$ cat src/rtl/wel_pkg.sv
// Package wel_pkg: command codes and frame sizing shared by the
// write-permission front end. Assumes byte-wide command codes.
package wel_pkg;
    localparam int          FRAME_MAX = 16;
    localparam int          CNT_W     = $clog2(FRAME_MAX + 2) + 1;
    localparam logic [7:0]  CMD_SET_WE   = 8'h06;
    localparam logic [7:0]  CMD_CLR_WE   = 8'h04;
    localparam logic [7:0]  CMD_ARM_SR   = 8'h50;
    localparam logic [7:0]  CMD_WR_SR    = 8'h01;
    localparam logic [7:0]  CMD_AUTO_INC = 8'hAF;

    typedef struct packed {
        logic [CNT_W-1:0]     nbits;
        logic [FRAME_MAX-1:0] bits;
    } frame_t;
endpackage

$ cat src/rtl/wel_sync.sv
// Module wel_sync: multi-stage synchronizer for W independent bits.
// Assumes each input level is held for at least one clk period longer
// than STAGES so that no edge is lost. All bits see equal latency.
module wel_sync #(
    parameter int W      = 3,
    parameter int STAGES = 2
) (
    input  logic         clk,
    input  logic         rst_n,
    input  logic [W-1:0] rst_val,
    input  logic [W-1:0] d,
    output logic [W-1:0] q
);
    logic [W-1:0] chain [STAGES];

    generate
        for (genvar s = 0; s < STAGES; s++) begin : g_stage
            // shift one synchronizer stage
            always_ff @(posedge clk) begin
                if (!rst_n) chain[s] <= rst_val;
                else if (s == 0) chain[s] <= d;
                else chain[s] <= chain[(s > 0) ? s - 1 : 0];
            end
        end
    endgenerate

    assign q = chain[STAGES-1];
endmodule

$ cat src/rtl/wel_shift.sv
// Module wel_shift: counts and shifts serial bits while chip select is
// low, and hands the finished frame over on the rising edge of chip
// select. Assumes synchronized inputs. The count saturates, so an
// overlong frame never reads as a valid length.
module wel_shift
    import wel_pkg::*;
(
    input  logic   clk,
    input  logic   rst_n,
    input  logic   sck_s,
    input  logic   cs_n_s,
    input  logic   mosi_s,
    output logic   frm_vld,
    output frame_t frm
);
    localparam logic [CNT_W-1:0] CNT_MAX = '1;

    logic                 sck_q;
    logic                 cs_q;
    logic [CNT_W-1:0]     cnt;
    logic [FRAME_MAX-1:0] shreg;
    logic                 sck_rise;
    logic                 cs_rise;

    assign sck_rise = sck_s & ~sck_q;
    assign cs_rise  = cs_n_s & ~cs_q;

    // remember previous levels for edge detection
    always_ff @(posedge clk) begin
        if (!rst_n) begin
            sck_q <= 1'b0;
            cs_q  <= 1'b1;
        end else begin
            sck_q <= sck_s;
            cs_q  <= cs_n_s;
        end
    end

    // shift data in on sck rising edges inside a selected frame
    always_ff @(posedge clk) begin
        if (!rst_n) begin
            cnt   <= '0;
            shreg <= '0;
        end else if (cs_n_s) begin
            cnt   <= '0;
        end else if (sck_rise) begin
            shreg <= {shreg[FRAME_MAX-2:0], mosi_s};
            cnt   <= (cnt == CNT_MAX) ? cnt : cnt + 1'b1;
        end
    end

    // present the completed frame for one cycle on chip-select rise
    always_ff @(posedge clk) begin
        if (!rst_n) begin
            frm_vld <= 1'b0;
            frm     <= '0;
        end else begin
            frm_vld <= cs_rise;
            if (cs_rise) begin
                frm.nbits <= cnt;
                frm.bits  <= shreg;
            end
        end
    end

    AST_CNT_IDLE_ZERO: assert property (@(posedge clk) disable iff (!rst_n)
        (cs_n_s && cs_q) |-> (cnt == '0));
    AST_FRAME_SINGLE: assert property (@(posedge clk) disable iff (!rst_n)
        frm_vld |=> !frm_vld);
endmodule

$ cat src/rtl/wel_decode.sv
// Module wel_decode: holds the write-enable latch, the auto-increment
// flag and the one-shot status-write arm, and applies one finished frame
// at a time. Frames of the wrong length leave all state alone.
module wel_decode
    import wel_pkg::*;
(
    input  logic   clk,
    input  logic   rst_n,
    input  logic   frm_vld,
    input  frame_t frm,
    output logic   wel,
    output logic   aai,
    output logic   sr_wr_grant,
    output logic   miso_oe
);
    logic       arm;
    logic       len8;
    logic       len16;
    logic [7:0] code8;
    logic [7:0] code16;
    logic       wel_n, aai_n, arm_n, grant_n;

    assign len8   = (frm.nbits == 8);
    assign len16  = (frm.nbits == 16);
    assign code8  = frm.bits[7:0];
    assign code16 = frm.bits[15:8];

    // work out the next state from the frame just completed
    always_comb begin
        wel_n   = wel;
        aai_n   = aai;
        arm_n   = arm;
        grant_n = 1'b0;
        if (frm_vld) begin
            if (len16 && code16 == CMD_WR_SR) begin
                grant_n = arm;
                arm_n   = 1'b0;
            end else if (len8) begin
                arm_n = 1'b0;
                case (code8)
                    CMD_SET_WE:   wel_n = 1'b1;
                    CMD_CLR_WE:   begin wel_n = 1'b0; aai_n = 1'b0; end
                    CMD_ARM_SR:   arm_n = 1'b1;
                    CMD_AUTO_INC: aai_n = aai | wel;
                    CMD_WR_SR:    arm_n = arm;
                    default:      ;
                endcase
            end
        end
    end

    // register the permission state
    always_ff @(posedge clk) begin
        if (!rst_n) begin
            wel         <= 1'b0;
            aai         <= 1'b0;
            arm         <= 1'b0;
            sr_wr_grant <= 1'b0;
        end else begin
            wel         <= wel_n;
            aai         <= aai_n;
            arm         <= arm_n;
            sr_wr_grant <= grant_n;
        end
    end

    assign miso_oe = 1'b0;

    AST_WEL_ON_FRAME: assert property (@(posedge clk) disable iff (!rst_n)
        (wel != $past(wel)) |-> $past(frm_vld));
    AST_GRANT_PULSE: assert property (@(posedge clk) disable iff (!rst_n)
        sr_wr_grant |=> !sr_wr_grant);
    AST_GRANT_NEEDS_ARM: assert property (@(posedge clk) disable iff (!rst_n)
        sr_wr_grant |-> ($past(arm) && !arm));
    AST_CLR_BOTH: assert property (@(posedge clk) disable iff (!rst_n)
        $past(frm_vld && len8 && code8 == CMD_CLR_WE) |-> (!wel && !aai));
    AST_AAI_NEEDS_WEL: assert property (@(posedge clk) disable iff (!rst_n)
        $rose(aai) |-> $past(wel));
endmodule

$ cat src/rtl/wel_ctrl.sv
// Module wel_ctrl: top of the serial flash write-permission front end.
// Synchronizes the SPI pins into clk, frames the bits and decodes them.
// Assumes each sck phase lasts longer than SYNC_STAGES + 1 clk periods.
module wel_ctrl #(
    parameter int SYNC_STAGES = 2
) (
    input  logic clk,
    input  logic rst_n,
    input  logic spi_sck,
    input  logic spi_cs_n,
    input  logic spi_mosi,
    output logic wel,
    output logic aai,
    output logic sr_wr_grant,
    output logic miso_oe
);
    import wel_pkg::*;

    logic [2:0] pins_s;
    frame_t     frm;
    logic       frm_vld;

    wel_sync #(.W(3), .STAGES(SYNC_STAGES)) u_sync (
        .clk     (clk),
        .rst_n   (rst_n),
        .rst_val (3'b010),
        .d       ({spi_sck, spi_cs_n, spi_mosi}),
        .q       (pins_s)
    );

    wel_shift u_shift (
        .clk     (clk),
        .rst_n   (rst_n),
        .sck_s   (pins_s[2]),
        .cs_n_s  (pins_s[1]),
        .mosi_s  (pins_s[0]),
        .frm_vld (frm_vld),
        .frm     (frm)
    );

    wel_decode u_decode (
        .clk         (clk),
        .rst_n       (rst_n),
        .frm_vld     (frm_vld),
        .frm         (frm),
        .wel         (wel),
        .aai         (aai),
        .sr_wr_grant (sr_wr_grant),
        .miso_oe     (miso_oe)
    );

    AST_OE_QUIET: assert property (@(posedge clk) disable iff (!rst_n)
        sr_wr_grant |-> !miso_oe);
endmodule

$ cat config.mk
export PLATFORM = sky130hd
export DESIGN_NAME = wel_ctrl
export DESIGN_NICKNAME = d
export VERILOG_FILES = /design/src/rtl/wel_pkg.sv /design/src/rtl/wel_sync.sv /design/src/rtl/wel_shift.sv /design/src/rtl/wel_decode.sv /design/src/rtl/wel_ctrl.sv
export SDC_FILE = /design/constraint.sdc
export NUM_CORES = 1
export LEC_CHECK = 0
export CORE_AREA = 2 2 98 100
export CTS_CLUSTER_DIAMETER = 120
export DETAILED_ROUTE_END_ITERATION = 7
export DIE_AREA = 0 0 100 102
export REMOVE_ABC_BUFFERS = 1
export SKIP_LAST_GASP = 1
export SLEW_MARGIN = 40
export SYNTH_ARGS = -nofsm -noshare
export SYNTH_HDL_FRONTEND = slang
export SYNTH_HIERARCHICAL = 1
export SYNTH_SLANG_ARGS = --single-unit
$ cat constraint.sdc
create_clock -name clk -period 1.2 [get_ports clk]
set_input_delay 0.18 -clock clk [delete_from_list [all_inputs] [get_ports clk]]
set_output_delay 0.18 -clock clk [all_outputs]
set_load 0.02 [all_outputs]
==> run summary, run 1 <==
FLOORPLANNING
--------------------------------------------------------------------------------------------------
I/O pin total                                                                                    9
Horizontal extent of the die                                                                100 um
Core ar.                                                                                  9110 um2
Row Count                                                                                       35
Height of the die                                                                           102 um
Effective utilization at floorplan                                                           25.6%
Die area                                                                                10,200 um2

CELLS AND AREA
--------------------------------------------------------------------------------------------------
Net count of the finished layout                                                               302
Post-layout instance area                                                                 3070 um2
Post-Layout Cell Count                                                                         412
Multi-input gate area in the final layout                                                 1250 um2
Syn-to-layout area delta                                                                     31.8%
Proportion of layout cells with a drive suffix above 1                                       27.9%
Count of antenna diodes in the layout                                                            0
Total of fill cells in the finished design                                                     965
Register cell area after layout                                                           1150 um2

CRITICAL PATH
--------------------------------------------------------------------------------------------------
Worst Setup Path Type                                                                      reg2reg
Type of origin of the critical path                                                           flop
Worst-case register-to-register setup slack                                                 -70 ps
Critical Path Fanout Max                                                                         3
Endpoint of the most critical register-to-register path                               u_decode/aai
Worst endpoint data arrival time                                                           1510 ps
Critical Path RT                                                                           1430 ps
Crit end category                                                                             flop
Worst reg2reg startpoint                                                              u_shift/frm[17]
Worst R2R Path Depth                                                                             4

LOGIC SYNTHESIS
--------------------------------------------------------------------------------------------------
Sequential share of the synthesized area                                                     49.0%
Share of the synthesized area in the top cell type                                           49.0%
Primary FF master, synth                                                              sky130_fd_sc_hd__dfxtp_1
Leading cell types by total area after synthesis                                      sky130_fd_sc_hd__dfxtp_1, sky130_fd_sc_hd__nand2_1, sky130_fd_sc_hd__a21boi_0, sky130_fd_sc_hd__a21boi_1, sky130_fd_sc_hd__mux2_4
Post-synthesis async set-or-reset flop share                                                    0%
Top post-synthesis cells by count                                                     sky130_fd_sc_hd__nand2_1, sky130_fd_sc_hd__dfxtp_1, sky130_fd_sc_hd__a21boi_0
Cell type with the highest aggregate area in the netlist                              sky130_fd_sc_hd__dfxtp_1
Most repeated cell in the gate-level netlist after synthesis                          sky130_fd_sc_hd__nand2_1
Syn_area_per_cell                                                                         9.03 um2
Combined area of all synthesized cells                                                    2330 um2
Count of warnings emitted by yosys                                                               6
Number of enable flip-flop cells after synthesis                                                 0
Flip-flop and latch count after synthesis                                                       57
Cells after Synth                                                                              258
Synth cell types                                                                                40

TIMING
--------------------------------------------------------------------------------------------------
Fin crit share                                                                                106%
Smallest hold slack                                                                         439 ps
Setup violation total in the final timing report                                                 3
Clock Skews                                                                                5.17 ps
Max-slew violation count                                                                         0
Post-layout minimum cycle time                                                             1270 ps
FMAX                                                                                     0.785 GHz
Setup WS post-layout                                                                      -73.4 ps
RSZ-0062 raised after global routing                                                           yes
Hold violation total from the final report                                                       0

PWR
--------------------------------------------------------------------------------------------------
Sequential cell fraction of total power                                                      51.4%
Total power per unit cell area                                                         1230 nW/um2
Share of total power in the clock network                                                    39.9%
Internal power summed over all cells                                                       2.83 mW
Static power due to leakage                                                                1.16 nW
Switch share                                                                                 25.0%
Net switching component of the power                                                      0.947 mW
Power share of the combinational group                                                        8.7%
IR Drop Worst-Case VDD                                                                    0.516 mV

PLACED DESIGN
--------------------------------------------------------------------------------------------------
Worst slack, placed                                                                        -237 ps
DP Wirelength                                                                              3.27 mm
Number of placed instances, taps included                                                      394
Number of port buffers                                                                           7
Final GP Congestion                                                                          0.741
Area after detailed placement                                                             2730 um2

CLOCKING
--------------------------------------------------------------------------------------------------
Clock tree root buffer cell                                                           sky130_fd_sc_hd__clkbuf_8
Deepest clock path buffer count                                                                  2
Clock transition time at the flip-flop clock pins of the worst setup and hold paths          70 ps
Clk_lat worst skew                                                                          340 ps
Maximum level of the CTS H-tree                                                                  3
TritonCTS clock tree                                                                           yes
# clock sinks                                                                                   57
Clock buffer count from CTS                                                                      9
Number of buffers inserted by hold repair at cts                                                 0

GRT
--------------------------------------------------------------------------------------------------
Via count of the first global-routing pass                                                   1,686
Largest net degree at the start of global routing                                               24
Met2 global-route usage                                                                      15.2%
Overall overflow remaining after global route                                                    0
Most heavily used metal layer in global routing                                               met2
Total routing usage reported by global routing                                               10.2%
Initial antenna violation count                                                                  0
First-pass GRT wire length                                                                 7.96 mm
Met1 demand-to-capacity share in global routing                                              12.9%
Met3 track demand over resource                                                              3.63%

HOLD PATH
--------------------------------------------------------------------------------------------------
Hold path start                                                                       u_sync/chain[1][0]
Endpoint of the worst hold-timing path                                                u_shift/shreg[0]
Hold/Removal Path Class                                                                    reg2reg
Number of cells on the worst hold path                                                           2

ROUTE
--------------------------------------------------------------------------------------------------
Iteration-0 DRC Markers                                                                         56
Vias per inst                                                                                 4.42
Via count of the routed design                                                               1,819
Mean routed wirelength per cell                                                            12.1 um
Remaining antenna violation count after routing                                                  0
Length of the first detailed-routing pass in iterations                                          3
DRC violations left                                                                              0
Total Routed Length                                                                        4.98 mm

STATUS
--------------------------------------------------------------------------------------------------
Status                                                                                finished, violations left
Violated checks                                                                       negative setup slack

JOB
--------------------------------------------------------------------------------------------------
Max-cap violation count                                                                          0

==> area by class of cell <==
| class | count | area share [%] |
|---|---|---|
| clock buffers | 10 | 4.15 |
| inverters | 2 | 0.244 |
| repair buffers | 36 | 11.9 |
| multi-input cells | 190 | 40.7 |
| flip-flops and latches | 57 | 37.4 |
| clock inverters | 6 | 1.14 |
| well taps | 111 | 4.52 |
==> placed cells by master, fill, tap and decap left out, types with 2 or more instances in the layout <==
cell type / netlist / final
sky130_fd_sc_hd__and3b_1: 2 / 2
sky130_fd_sc_hd__nand4_1: 3 / 3
sky130_fd_sc_hd__nor4_2: 0 / 2
sky130_fd_sc_hd__nor3_2: 0 / 2
sky130_fd_sc_hd__a21boi_1: 13 / 19
sky130_fd_sc_hd__nor2_1: 4 / 3
sky130_fd_sc_hd__nand2_4: 0 / 5
sky130_fd_sc_hd__mux2_4: 6 / 6
sky130_fd_sc_hd__nand3_1: 4 / 4
sky130_fd_sc_hd__clkinv_2: 0 / 4
sky130_fd_sc_hd__clkinvlp_4: 0 / 2
sky130_fd_sc_hd__nand2_1: 88 / 80
sky130_fd_sc_hd__mux2i_1: 4 / 4
sky130_fd_sc_hd__a31oi_1: 2 / 2
sky130_fd_sc_hd__buf_12: 0 / 4
sky130_fd_sc_hd__dfxtp_2: 0 / 7
sky130_fd_sc_hd__nand2b_1: 2 / 2
sky130_fd_sc_hd__clkdlybuf4s50_1: 0 / 4
sky130_fd_sc_hd__dfxtp_1: 57 / 50
sky130_fd_sc_hd__and2_1: 2 / 2
sky130_fd_sc_hd__inv_1: 2 / 2
sky130_fd_sc_hd__clkbuf_8: 0 / 9
sky130_fd_sc_hd__buf_4: 2 / 20
sky130_fd_sc_hd__nor3_1: 4 / 2
sky130_fd_sc_hd__a21oi_1: 2 / 2
sky130_fd_sc_hd__a21boi_2: 0 / 3
sky130_fd_sc_hd__conb_1: 3 / 7
sky130_fd_sc_hd__nand2_2: 0 / 3
sky130_fd_sc_hd__buf_6: 2 / 4
sky130_fd_sc_hd__a21boi_0: 25 / 16
==> flip-flops by register name, summed over array words and instances (netlist names) <==
| name | flops |
|---|---|
| u_decode/aai | 1 |
| u_decode/arm | 1 |
| u_decode/sr_wr_grant | 1 |
| u_decode/wel | 1 |
| u_shift/cnt | 6 |
| u_shift/cs_q | 1 |
| u_shift/frm | 22 |
| u_shift/frm_vld | 1 |
| u_shift/sck_q | 1 |
| u_shift/shreg | 16 |
| u_sync/chain | 6 |
==> worst max path at each step <==
stage	from	end	depth (start not counted)
after floorplan	u_sync/chain[1][1]	u_shift/shreg[2]	3
after global placement	rst_n	u_shift/cnt[1]	5
after detailed placement	rst_n	u_shift/frm[21]	4
after CTS	u_shift/frm[21]	u_decode/aai	4
after global routing	u_shift/frm[17]	u_decode/wel	4
final	u_shift/frm[17]	u_decode/aai	4
==> per-layer routing <==
layer	share of wire, %	vias to the layer above
met5	0	-
met4	2.3	0
met3	2.9	11
met2	46	21
met1	48	840
li1	-	947
==> stage by stage <==
stage	power, mW	utilization, %	TNS [ps]
5_1_grt	3.95	33.7	-869
3_5_place_dp	2.26	30.0	-6720
4_1_cts	3.77	32.1	-217
2_1_floorplan	2.11	-	0
6_report	3.78	33.7	-195
3_3_place_gp	2.26	30.0	-5960
==> worst max-delay path, cell delays in order, from the launching register on <==
cell,delay (ps)
sky130_fd_sc_hd__dfxtp_2,330
sky130_fd_sc_hd__nor4_4,340
sky130_fd_sc_hd__and4_4,290
sky130_fd_sc_hd__nand2_4,60
sky130_fd_sc_hd__a2bb2oi_1,140
==> cell families after synthesis <==
logic type	Yosys count	share of synthesized area, %
simple gates	125	25.6
flops	57	49.0
compound gates	47	15.2
buf+inv	15	3.60
mux	10	5.58
other cells	3	0.483
fa+ha+maj	1	0.537
==> power groups by stage <==
stage / Sequential (mW) / Clock (mW) / Combinational [mW]
floorplan: 1.98 / 0 / 0.123
global placement: 1.98 / 0 / 0.276
detailed placement: 1.98 / 0 / 0.279
CTS: 1.94 / 1.55 / 0.285
global route: 1.95 / 1.65 / 0.356
finish: 1.94 / 1.51 / 0.330
==> repair_timing <==
action / 4_1_cts / 5_1_grt
gates resized for setup: 9 / 48
gates cloned: 0 / 1
endpoints found under the setup margin: 8 / 34
pin swaps: 4 / 18
setup buffers: 0 / 1
(Power assumes the default switching activity.)
==> inputs of run 2 (changes only) <==
==> constraint.sdc (replaced) <==
create_clock -name clk -period 1.4 [get_ports clk]
set_input_delay 0.21 -clock clk [delete_from_list [all_inputs] [get_ports clk]]
set_output_delay 0.21 -clock clk [all_outputs]
set_load 0.02 [all_outputs]
==> run 2 against run 1 <==
Effect of this change:
- the flow now finishes without violations
- clock-buffer cell count unchanged
- critical endpoint unchanged
- critical path depth unchanged
- sequential cell count unchanged
==> run summary, run 2 (synthesis gave the netlist of run 1 again) <==
STATUS
--------------------------------------------------------------------------------------------------
Status                                                                                finished, final reports clean   was finished, violations left

TIMING
--------------------------------------------------------------------------------------------------
Setup total negative slack                                                                    0 ps   was -195 ps
Fin crit share                                                                               93.1%   was 106%
Max-slew violation count                                                                         0   unchanged
Post-layout minimum cycle time                                                             1300 ps   was 1270 ps
Hold violation total from the final report                                                       0   unchanged
FMAX                                                                                     0.767 GHz   was 0.785 GHz
Clock Skews                                                                                7.73 ps   was 5.17 ps
Setup violation total in the final timing report                                                 0   was 3
RSZ-0062 raised after global routing                                                            no   was yes

PLACED DESIGN
--------------------------------------------------------------------------------------------------
Final GP Congestion                                                                          0.690   was 0.741
DP Wirelength                                                                              3.22 mm   was 3.27 mm
Number of port buffers                                                                           7   unchanged

CRITICAL PATH
--------------------------------------------------------------------------------------------------
Worst reg2reg startpoint                                                              u_shift/frm[21]   was u_shift/frm[17]
Worst Setup Path Type                                                                      reg2reg   unchanged
Type of origin of the critical path                                                           flop   unchanged
Critical Path Fanout Max                                                                         3   unchanged
Worst R2R Path Depth                                                                             4   unchanged
Worst endpoint data arrival time                                                           1530 ps   was 1510 ps
Critical Path RT                                                                           1630 ps   was 1430 ps
Endpoint of the most critical register-to-register path                               u_decode/aai   unchanged
Crit end category                                                                             flop   unchanged
Worst-case register-to-register setup slack                                                 100 ps   was -70 ps

CELLS AND AREA
--------------------------------------------------------------------------------------------------
Number of flip-flops under the largest register name                                            22   unchanged
Commonest cells after routing, fill and taps aside                                    sky130_fd_sc_hd__nand2_1, sky130_fd_sc_hd__dfxtp_1, sky130_fd_sc_hd__a21boi_0, sky130_fd_sc_hd__buf_4, sky130_fd_sc_hd__a21boi_1   was sky130_fd_sc_hd__nand2_1, sky130_fd_sc_hd__dfxtp_1, sky130_fd_sc_hd__buf_4, sky130_fd_sc_hd__a21boi_1, sky130_fd_sc_hd__a21boi_0
Syn-to-layout area delta                                                                     24.7%   was 31.8%
Largest regs                                                                          u_shift/frm (22), u_shift/shreg (16)   unchanged
Util after Layout                                                                            31.9%   was 33.7%
Commonest non-fill, non-tap cell in the layout                                        sky130_fd_sc_hd__nand2_1   unchanged
Largest reg by FF count                                                                u_shift/frm   unchanged
Count of antenna diodes in the layout                                                            0   unchanged
Net count of the finished layout                                                               295   was 302
Proportion of layout cells with a drive suffix above 1                                       16.0%   was 27.9%

FLOORPLANNING
--------------------------------------------------------------------------------------------------
Row Count                                                                                       35   unchanged
Core ar.                                                                                  9110 um2   unchanged
Die area                                                                                10,200 um2   unchanged
Effective utilization at floorplan                                                           25.6%   unchanged
Horizontal extent of the die                                                                100 um   unchanged
I/O pin total                                                                                    9   unchanged
Height of the die                                                                           102 um   unchanged

CLOCKING
--------------------------------------------------------------------------------------------------
TritonCTS clock tree                                                                           yes   unchanged
Clock buffer count from CTS                                                                      9   unchanged
Clock transition time at the flip-flop clock pins of the worst setup and hold paths          70 ps   about the same
Deepest clock path buffer count                                                                  2   unchanged
Clk_lat worst skew                                                                          340 ps   about the same
# clock sinks                                                                                   57   unchanged
Clock tree root buffer cell                                                           sky130_fd_sc_hd__clkbuf_8   unchanged
Number of buffers inserted by hold repair at cts                                                 0   unchanged
Maximum level of the CTS H-tree                                                                  3   unchanged

ROUTE
--------------------------------------------------------------------------------------------------
Mean routed wirelength per cell                                                            11.1 um   was 12.1 um
Remaining antenna violation count after routing                                                  0   unchanged
Length of the first detailed-routing pass in iterations                                          4   was 3
DRC violations left                                                                              0   unchanged
Via count of the routed design                                                               1,772   was 1,819
Vias per inst                                                                                 4.39   was 4.42
Iteration-0 DRC Markers                                                                         92   was 56
Total Routed Length                                                                        4.48 mm   was 4.98 mm

GRT
--------------------------------------------------------------------------------------------------
Via count of the first global-routing pass                                                   1,693   was 1,686
Largest net degree at the start of global routing                                               24   unchanged
Total routing usage reported by global routing                                               9.96%   was 10.2%
Overall overflow remaining after global route                                                    0   unchanged
First-pass GRT wire length                                                                 7.78 mm   was 7.96 mm
Initial antenna violation count                                                                  0   unchanged

PWR
--------------------------------------------------------------------------------------------------
Static power due to leakage                                                                1.08 nW   was 1.16 nW
Total power per unit cell area                                                         1290 nW/um2   was 1230 nW/um2
IR Drop Worst-Case VDD                                                                    0.391 mV   was 0.516 mV

HOLD PATH
--------------------------------------------------------------------------------------------------
Hold/Removal Path Class                                                                    reg2reg   unchanged
Number of cells on the worst hold path                                                           2   unchanged
Endpoint of the worst hold-timing path                                                u_shift/shreg[0]   unchanged
Hold path start                                                                       u_sync/chain[1][0]   unchanged

JOB
--------------------------------------------------------------------------------------------------
Max-cap violation count                                                                          0   unchanged

-- run 2: cell types whose count changed in the layout (fill, tap and decap cells not counted), sizes merged --
cell / before / now
buf: 28 / 22
bufinv: 0 / 3
clkbuf: 12 / 10
clkdlybuf4s15: 1 / 0
clkinv: 4 / 2
clkinvlp: 2 / 0
dlygate4sd2: 1 / 3
-- run 2: cell type report --
cell class	instances	area, um2
clock buffers	10	138
clock inverters	5	104
fillers	968	6200
inverters	2	7.51
multi-input cells	190	1120
flip-flops and latches	57	1140
well taps	111	139
repair buffers	29	256
-- run 2: worst max-delay path by stage --
stage | startpoint | end | slack (ps)
after CTS | u_shift/frm[17] | u_decode/wel | 70
after global placement | rst_n | u_shift/cnt[3] | 2
final | u_shift/frm[21] | u_decode/aai | 100
after global routing | u_shift/frm[21] | u_decode/aai | 6
after detailed placement | rst_n | u_shift/shreg[6] | -40
after floorplan | u_sync/chain[1][1] | u_shift/shreg[2] | 210
-- run 2: layer usage --
layer	part of all wire [%]	vias up	GRT usage, %
met5	0	-	0
met4	0.54	0	5.06
met3	3.1	3	3.69
met2	49	22	16.1
met1	47	822	11.6
li1	-	925	-
-- run 2: repair_timing --
action	in CTS	in global routing
setup buffers	0	1
gates cloned	0	0
resized for setup	3	0
pin swaps	0	1
setup endpoints to repair	3	2
-- run 2: critical path, stage by stage (launching register included) --
cell and delay, ps:
sky130_fd_sc_hd__dfxtp_1 340, sky130_fd_sc_hd__nor4_4 350, sky130_fd_sc_hd__and4_1 260, sky130_fd_sc_hd__nand2_1 90, sky130_fd_sc_hd__a2bb2oi_1 160
-- run 2: report_power, final --
part	internal (mW)	switching, mW	leakage, nW
sequential	1.65	0.0112	0.462
combinational	0.114	0.110	0.491
clock	1.22	0.639	0.122
total	2.98	0.761	1.08
-- run 2: stage by stage --
stage	cells	instance area [um2]	total power, mW	setup WS, ps	hold WS, ps
5_1_grt	404	2910	3.91	5.72	454
6_report	404	2910	3.74	96.7	436
2_1_floorplan	249	2270	1.81	214	332
4_1_cts	403	2900	3.80	65.4	440
3_5_place_dp	388	2660	1.92	-41.4	432
3_3_place_gp	388	2660	1.92	1.63	428
==> inputs of run 3 (changes only) <==
--- a/config.mk
+++ b/config.mk
@@ -6,7 +6,6 @@
 export NUM_CORES = 1
 export LEC_CHECK = 0
 export CORE_AREA = 2 2 98 100
-export CTS_CLUSTER_DIAMETER = 120
 export DETAILED_ROUTE_END_ITERATION = 7
 export DIE_AREA = 0 0 100 102
 export REMOVE_ABC_BUFFERS = 1
==> results of run 3 <==
The final DEF is identical to that of run 2; final timing and power are the same.
